===== src/rtl/stat_word_pkg.sv =====
package stat_word_pkg;
   localparam int unsigned NFLAGS = 5;
   // flag order inside the condition byte
   typedef enum logic [2:0] {
      FL_C = 3'd0,
      FL_V = 3'd1,
      FL_Z = 3'd2,
      FL_N = 3'd3,
      FL_X = 3'd4
   } flag_idx_e;
   // read protection policy selected at build time
   localparam int unsigned RDP_BY_INPUT = 0;
   localparam int unsigned RDP_ALWAYS   = 1;
   localparam int unsigned RDP_NEVER    = 2;
endpackage


===== src/rtl/sw_gate.sv =====
module sw_gate #(
   parameter int unsigned RD_POLICY = 0
) (
   input  logic       super_i,
   input  logic       wr_en_i,
   input  logic [1:0] wr_be_i,
   input  logic       rd_en_i,
   input  logic       rd_full_i,
   input  logic       rd_priv_cfg_i,
   output logic       wr_sys_ok_o,
   output logic       wr_cc_ok_o,
   output logic       rd_deny_o,
   output logic       viol_o
);
   logic wr_deny;
   logic full_rd_priv;

   generate
      if (RD_POLICY == stat_word_pkg::RDP_ALWAYS) begin : g_rd_always
         logic unused_cfg;
         assign unused_cfg   = rd_priv_cfg_i;
         assign full_rd_priv = 1'b1;
      end else if (RD_POLICY == stat_word_pkg::RDP_NEVER) begin : g_rd_never
         logic unused_cfg;
         assign unused_cfg   = rd_priv_cfg_i;
         assign full_rd_priv = 1'b0;
      end else begin : g_rd_input
         assign full_rd_priv = rd_priv_cfg_i;
      end
   endgenerate

   // a refused write is refused as a whole
   assign wr_deny     = wr_en_i & wr_be_i[1] & ~super_i;
   assign wr_sys_ok_o = wr_en_i & wr_be_i[1] & super_i;
   assign wr_cc_ok_o  = wr_en_i & wr_be_i[0] & ~wr_deny;
   assign rd_deny_o   = rd_en_i & rd_full_i & full_rd_priv & ~super_i;
   assign viol_o      = wr_deny | rd_deny_o;
endmodule


===== src/rtl/sw_ccr_reg.sv =====
module sw_ccr_reg #(
   parameter int unsigned NF = 5
) (
   input  logic          clk,
   input  logic          rst_n,
   input  logic [NF-1:0] upd_i,
   input  logic [NF-1:0] val_i,
   input  logic          load_i,
   input  logic [NF-1:0] load_d_i,
   output logic [NF-1:0] q_o
);
   generate
      for (genvar k = 0; k < NF; k++) begin : g_flag
         logic nxt;
         always_comb begin
            nxt = q_o[k];
            if (upd_i[k]) nxt = val_i[k];
            if (load_i)   nxt = load_d_i[k];
         end
         always_ff @(posedge clk or negedge rst_n) begin
            if (!rst_n) q_o[k] <= 1'b0;
            else        q_o[k] <= nxt;
         end
      end
   endgenerate
endmodule


===== src/rtl/sw_sys_reg.sv =====
module sw_sys_reg #(
   parameter int unsigned       BW    = 8,
   parameter logic [BW-1:0]     IMPL  = 8'hA7,
   parameter logic [BW-1:0]     RST_V = 8'h20
) (
   input  logic          clk,
   input  logic          rst_n,
   input  logic          load_i,
   input  logic [BW-1:0] d_i,
   output logic [BW-1:0] q_o
);
   generate
      for (genvar i = 0; i < BW; i++) begin : g_bit
         if (IMPL[i]) begin : g_impl
            always_ff @(posedge clk or negedge rst_n) begin
               if (!rst_n)      q_o[i] <= RST_V[i];
               else if (load_i) q_o[i] <= d_i[i];
            end
         end else begin : g_tied
            logic unused_bit;
            assign unused_bit = d_i[i] ^ load_i ^ clk ^ rst_n;
            assign q_o[i]     = 1'b0;
         end
      end
   endgenerate
endmodule


===== src/rtl/stat_word_unit.sv =====
module stat_word_unit #(
   parameter int unsigned   BYTE_W    = 8,
   parameter int unsigned   SUP_BIT   = 13,
   parameter logic [7:0]    SYS_IMPL  = 8'hA7,
   parameter int unsigned   RD_POLICY = 0
) (
   input  logic        clk,
   input  logic        rst_n,
   input  logic [4:0]  alu_upd_i,
   input  logic [4:0]  alu_val_i,
   input  logic        wr_en_i,
   input  logic [1:0]  wr_be_i,
   input  logic [15:0] wr_data_i,
   input  logic        rd_en_i,
   input  logic        rd_full_i,
   input  logic        rd_priv_cfg_i,
   output logic [15:0] status_o,
   output logic [15:0] rd_data_o,
   output logic        flag_c_o,
   output logic        flag_v_o,
   output logic        flag_z_o,
   output logic        flag_n_o,
   output logic        flag_x_o,
   output logic        super_o,
   output logic        viol_o
);
   import stat_word_pkg::*;

   localparam int unsigned WORD_W  = 2 * BYTE_W;
   localparam int unsigned SUP_LOC = SUP_BIT - BYTE_W;
   localparam logic [BYTE_W-1:0] SYS_RST = BYTE_W'(1) << SUP_LOC;

   initial begin
      assert (BYTE_W == 8) else $error("status word needs 8-bit bytes");
      assert (SUP_BIT >= BYTE_W && SUP_BIT < WORD_W) else $error("supervisor bit outside system byte");
      assert (SYS_IMPL[SUP_LOC] == 1'b1) else $error("supervisor bit must be implemented");
      assert (RD_POLICY <= RDP_NEVER) else $error("unknown read policy");
   end

   logic              wr_sys_ok, wr_cc_ok, rd_deny;
   logic [BYTE_W-1:0] sys_q;
   logic [NFLAGS-1:0] cc_q;
   logic [BYTE_W-1:0] cc_byte;
   logic              unused_wd;

   assign unused_wd = ^wr_data_i[BYTE_W-1:NFLAGS];

   sw_gate #(.RD_POLICY(RD_POLICY)) u_gate (
      .super_i       (sys_q[SUP_LOC]),
      .wr_en_i       (wr_en_i),
      .wr_be_i       (wr_be_i),
      .rd_en_i       (rd_en_i),
      .rd_full_i     (rd_full_i),
      .rd_priv_cfg_i (rd_priv_cfg_i),
      .wr_sys_ok_o   (wr_sys_ok),
      .wr_cc_ok_o    (wr_cc_ok),
      .rd_deny_o     (rd_deny),
      .viol_o        (viol_o)
   );

   sw_sys_reg #(.BW(BYTE_W), .IMPL(SYS_IMPL), .RST_V(SYS_RST)) u_sys (
      .clk    (clk),
      .rst_n  (rst_n),
      .load_i (wr_sys_ok),
      .d_i    (wr_data_i[WORD_W-1:BYTE_W]),
      .q_o    (sys_q)
   );

   sw_ccr_reg #(.NF(NFLAGS)) u_ccr (
      .clk      (clk),
      .rst_n    (rst_n),
      .upd_i    (alu_upd_i),
      .val_i    (alu_val_i),
      .load_i   (wr_cc_ok),
      .load_d_i (wr_data_i[NFLAGS-1:0]),
      .q_o      (cc_q)
   );

   assign cc_byte  = {{(BYTE_W-NFLAGS){1'b0}}, cc_q};
   assign status_o = {sys_q, cc_byte};

   always_comb begin
      rd_data_o = '0;
      if (rd_en_i) begin
         if (!rd_full_i)   rd_data_o = {{BYTE_W{1'b0}}, cc_byte};
         else if (!rd_deny) rd_data_o = status_o;
      end
   end

   assign flag_c_o = cc_q[FL_C];
   assign flag_v_o = cc_q[FL_V];
   assign flag_z_o = cc_q[FL_Z];
   assign flag_n_o = cc_q[FL_N];
   assign flag_x_o = cc_q[FL_X];
   assign super_o  = sys_q[SUP_LOC];
endmodule


===== config.mk =====
export PLATFORM = sky130hd
export DESIGN_NAME = stat_word_unit
export DESIGN_NICKNAME = d
export VERILOG_FILES = /design/src/rtl/stat_word_pkg.sv /design/src/rtl/sw_gate.sv /design/src/rtl/sw_ccr_reg.sv /design/src/rtl/sw_sys_reg.sv /design/src/rtl/stat_word_unit.sv
export SDC_FILE = /design/constraint.sdc
export NUM_CORES = 1
export LEC_CHECK = 0
export ABC_AREA = 1
export BUFFER_PORTS_ARGS = -buffer_cell sky130_fd_sc_hd__clkbuf_2
export CAP_MARGIN = 30
export CORE_MARGIN = 5
export CORE_UTILIZATION = 34
export CTS_CLUSTER_SIZE = 40
export DETAILED_ROUTE_END_ITERATION = 12
export GPL_TIMING_DRIVEN = 0
export HOLD_SLACK_MARGIN = 0.06
export PLACE_DENSITY = 0.76
export SYNTH_ARGS = -nofsm -noshare
export SYNTH_HDL_FRONTEND = slang
export SYNTH_HIERARCHICAL = 1
export SYNTH_SLANG_ARGS = --single-unit

===== constraint.sdc =====
create_clock -name clk -period 1.7 [get_ports clk]
set_input_delay 0.34 -clock clk [delete_from_list [all_inputs] [get_ports clk]]
set_output_delay 0.34 -clock clk [all_outputs]
set_load 0.005 [all_outputs]

[Word level (Yosys, flattened, before mapping)]
Index checks and enable logic that the tools add are counted.
Widths: inputs -> output; s select.
Storage, ports and cells
  output and inout port bits: 39
  logic and storage cells: 39
  bits in registers: 10
  input port bits: 34
Cells by class
  bitwise logic cells: 11
  reductions and logical operators: 5
  multiplexer cells: 13
Operators with widths (number)
  $mux 16: 3
  $mux 1: 10
  $reduce_bool 2->1: 5
  $and 1x1->1: 8
  $not 1->1: 2
  $or 1x1->1: 1

[Longest topological paths before layout]
  depth after elaboration: 6
  depth in mapped cells: 7
  gate-level depth less buffers: 7

[Hierarchy]
Netlist, hierarchy kept.
Modules (own cells, without submodules)
  sw_ccr_reg: instances 1, cells an instance 46, sequential area each 125.1 um^2, area an instance 285.3 um^2
  sw_sys_reg: instances 1, cells an instance 25, sequential area each 126.4 um^2, area an instance 212.7 um^2
  stat_word_unit: instances 1, cells an instance 43, sequential area each 0.0 um^2, area an instance 209.0 um^2
  sw_gate: instances 1, cells an instance 14, sequential area each 0.0 um^2, area an instance 53.8 um^2

[Least setup slack after synthesis]
OpenSTA, ideal clock, no wires.
  path type: register to output
  from: register u_sys.q_o[5]
  to: output rd_data_o[10]
  cell stages (with the launch flop): 7
  buffers on the path: 0
  arrival time: 1.026 ns
  path slack: 0.334 ns
  path through: dfstp_2 nor2_1 nand2_1 inv_1 inv_1 nand2_1 nor2_1
Between the ends
  longest elaborated chain between the ends: 5
Ends and longest elaborated chain
  start, declared: line sw_sys_reg.sv:10  | output logic [BW-1:0] q_o
  start signal, assigned by index: line sw_sys_reg.sv:16  | if (!rst_n) q_o[i] <= RST_V[i];
  start signal, assigned by index: line sw_sys_reg.sv:17  | else if (load_i) q_o[i] <= d_i[i];
  $not 1->1: line sw_gate.sv:36  | assign rd_deny_o = rd_en_i & rd_full_i & full_rd_priv & ~super_i;
  $and 1x1->1: line sw_gate.sv:36
  named net rd_deny: line stat_word_unit.sv:40  | logic wr_sys_ok, wr_cc_ok, rd_deny;
  $mux 16: line stat_word_unit.sv:86  | else if (!rd_deny) rd_data_o = status_o;
  $mux 16: line stat_word_unit.sv:85  | if (!rd_full_i) rd_data_o = {{BYTE_W{1'b0}}, cc_byte};
  $mux 16: line stat_word_unit.sv:84  | if (rd_en_i) begin
  end, declared: line stat_word_unit.sv:18  | output logic [15:0] rd_data_o,
The timed path passes the listed nets, and every way through them passes these cells.

[Worst setup path after layout]
  from: register u_sys.q_o[5]
  to: output rd_data_o[4]
The elaborated chain is that of the path after synthesis.

==> results.toml <==
[cts]
cts_max_path_buffers = 2
cts_tree = "done"
cts-root-buf = "clkbuf_4"
path_clk_slew_ns = 0.06
ctsHtreeMaxLevel = 1
cts_sinks = 10
cts_made_buffers = 3
clock_latency_ns = 0.27

[global_route]
overflow = 0
met3_usage_pct = 2.036
grt_pass1_wl_um = 3353
grt_util_met1_pct = 15.38
grt_start_max_net_pins = 11
antenna_found_initial = 0
track_usage_pct = 13.13
top_usage_layer = "met2"
grt_pass1_vias = 783
use_met2_pct = 23.82

[place]
gp_congestion = 0.7793
io_buffers = 54
dp_hpwl_um = 1735
dp_slack_ns = 0.1115

[min_path]
min-delay-path-class = "input port to register"

[flow_run]
drv_cap = 0

[pwr]
p_per_area_mw_per_mm2 = 896.9
p_sw_mw = 0.3827
switching_share_pct = 36.59
combPwrFrac_pct = 46.7
vdd_ir_drop_max_uv = 468.8
p_clk_share_pct = 16.7
power.leakage_nw = 0.8004
intPower_mw = 0.6632
power_frac_seq_pct = 36.6

[timing]
finalCritPeriodShare_pct = 98.27
slew_violations = 0
fmax_mhz = 598.6
rsz0062_at_grt = "true"
setup_viol = 0
fin_crit_ns = 1.671
tns_ns = 0
hold_viol_final = 0
skew_ns = 0.003319
fin_ws_ns = 0.02945

[cells_and_area]
fin_util_pct = 53.75
fin_nets = 232
regArea_um2 = 251.5
nFillCells = 234
multiInputGateArea_um2 = 349.1
syn_to_final_growth_pct = 53.29
n_antenna_cell = 0
drive_above_1_share_pct = 44.16

[synth]
yosysUniqueCellTypes = 10
ys_seq_area_share_pct = 33.06
synth_area_um2 = 760.7
yosys_warnings = 6
synth_seq_cells = 10
netlist_instances = 128
syn_avg_cell_area_um2 = 5.943

[drt]
via_per_inst = 3.884
wl_um = 2125
firstDrtPassIters = 4
via_count = 874
drt-initial-drc-count = 14
wl_per_cell_um = 9.444
drc_errors = 0
ant_nets = 0

[worst_setup_path]
path_class = "register to primary output"
cp.arrival_ns = 1.33
crit_required_ns = 1.36
startpoint_type = "register"
crit_slowest_cell = "dfstp_2"
path_max_fanout = 5
cp_slowest_stage_delay_ns = 0.54
end_kind = "primary output"
worstPathCellList = "nor2_1 -> nand2_1 -> inv_2 -> nand2_1 -> inv_2 -> nor2_1 -> buf_2"

[floorplanning]
die-width_um = 57.30
start_util_pct = 35.06
io_pins = 73
die_area_mm2 = 0.003283
fp.dieH_um = 57.30
core_mm2 = 0.002170
num_rows = 17

[run_status]
status = "finished clean"
-- registers in the layout, indices dropped and copies added (netlist names) --
signal and flops:
u_ccr/q_o 5, u_sys/q_o 5
-- Yosys cell counts, drive strengths merged --
cell	number	area [µm²]
nand2	55	209.0
nor2	17	63.81
conb	2	7.510
inv	23	86.34
nand3	6	30.03
buf	15	112.6
dfrtp	9	225.2
dfstp	1	26.28
-- per-layer routing --
| layer | wire [µm] | share of wire [%] | up-vias |
|---|---|---|---|
| met4 | 34 | 1.6 | 0 |
| met3 | 160 | 7.5 | 3 |
| li1 | - | - | 480 |
| met5 | 0 | 0 | - |
| met1 | 798 | 38 | 361 |
| met2 | 1132 | 53 | 30 |
-- cells in the final DEF (no fill, tap or decap) --
| master | instances |
|---|---|
| clkbuf_1 | 1 |
| inv_4 | 1 |
| buf_4 | 18 |
| dlygate4sd3_1 | 1 |
| buf_2 | 10 |
| inv_2 | 4 |
| nor2_2 | 3 |
| clkbuf_4 | 3 |
| conb_1 | 9 |
| clkbuf_2 | 44 |
| inv_1 | 18 |
| nor2_1 | 14 |
| dfrtp_1 | 9 |
| dfstp_2 | 1 |
| nand2_1 | 52 |
| nand3_1 | 6 |
| nand2_2 | 3 |
-- power by group through the flow --
| stage | clock (mW) | combinational [mW] | sequential, mW |
|---|---|---|---|
| after floorplan | 0 | 0.230 | 0.393 |
| after global placement | 0 | 0.432 | 0.396 |
| after detailed placement | 0 | 0.439 | 0.399 |
| after CTS | 0.182 | 0.478 | 0.379 |
| after global routing | 0.184 | 0.557 | 0.396 |
| final | 0.174 | 0.489 | 0.383 |
-- cell families (layout without fill, tap and decap cells) --
| logic type | after synthesis | count (layout) | synth area share, % |
|---|---|---|---|
| buffers and inverters | 38 | 100 | 26.15 |
| other | 2 | 9 | 0.9872 |
| and+or+nand+nor | 78 | 78 | 39.80 |
| DFF | 10 | 10 | 33.06 |
-- critical path: cells and delay by family, from the launching register on --
kind                   cells  cell delay, ns
flip-flops                 1            0.54
AND/OR/NAND/NOR            4            0.28
buffers and inverters      3            0.25
-- through the flow --
step / cell area (µm²) / instances / total power [mW] / hold slack, ns
2_1_floorplan: 787.0 / 135 / 0.6229 / 0.04441
3_3_place_gp: 1092 / 217 / 0.8280 / 0.2147
3_5_place_dp: 1092 / 217 / 0.8371 / 0.2147
4_1_cts: 1144 / 224 / 1.039 / 0.2542
5_1_grt: 1166 / 225 / 1.138 / 0.2613
6_report: 1166 / 225 / 1.046 / 0.2649
-- worst paths after layout --
| path | start | endpoint | slack, ns | cells after the start |
|---|---|---|---|---|
| max | u_sys/q_o[5]$_DFFE_PN1P_ | rd_data_o[4] | 0.03 | 7 |
| min | wr_data_i[13] | u_sys/q_o[5]$_DFFE_PN1P_ | 0.26 | 3 |
| max reg2reg | u_sys/q_o[5]$_DFFE_PN1P_ | u_ccr/q_o[4]$_DFFE_PN0P_ | 0.22 | 6 |
| min reg2reg | u_sys/q_o[2]$_DFFE_PN0P_ | u_sys/q_o[2]$_DFFE_PN0P_ | 0.52 | 2 |
| max in group asynchronous | rst_n | u_sys/q_o[5]$_DFFE_PN1P_ | 0.95 | 2 |
| min in group asynchronous | rst_n | u_ccr/q_o[2]$_DFFE_PN0P_ | 0.48 | 2 |
-- repair_timing --
action	4_1_cts	5_1_grt
endpoints found under the setup margin	10	10
hold buffers	1	0
hold endpoints to repair	9	0
gates cloned	0	0
buffers inserted	2	1
pin swaps	0	7
resized for setup	2	17
-- layout make-up --
class	instances	share of cell area, %
clock buffer	4	2.253
sequential	10	21.57
inverter	23	7.618
multi-input combinational	87	29.94
timing repair buffer	58	25.97
buffer	15	9.657
tap	28	3.004
(Power assumes the default switching activity.)
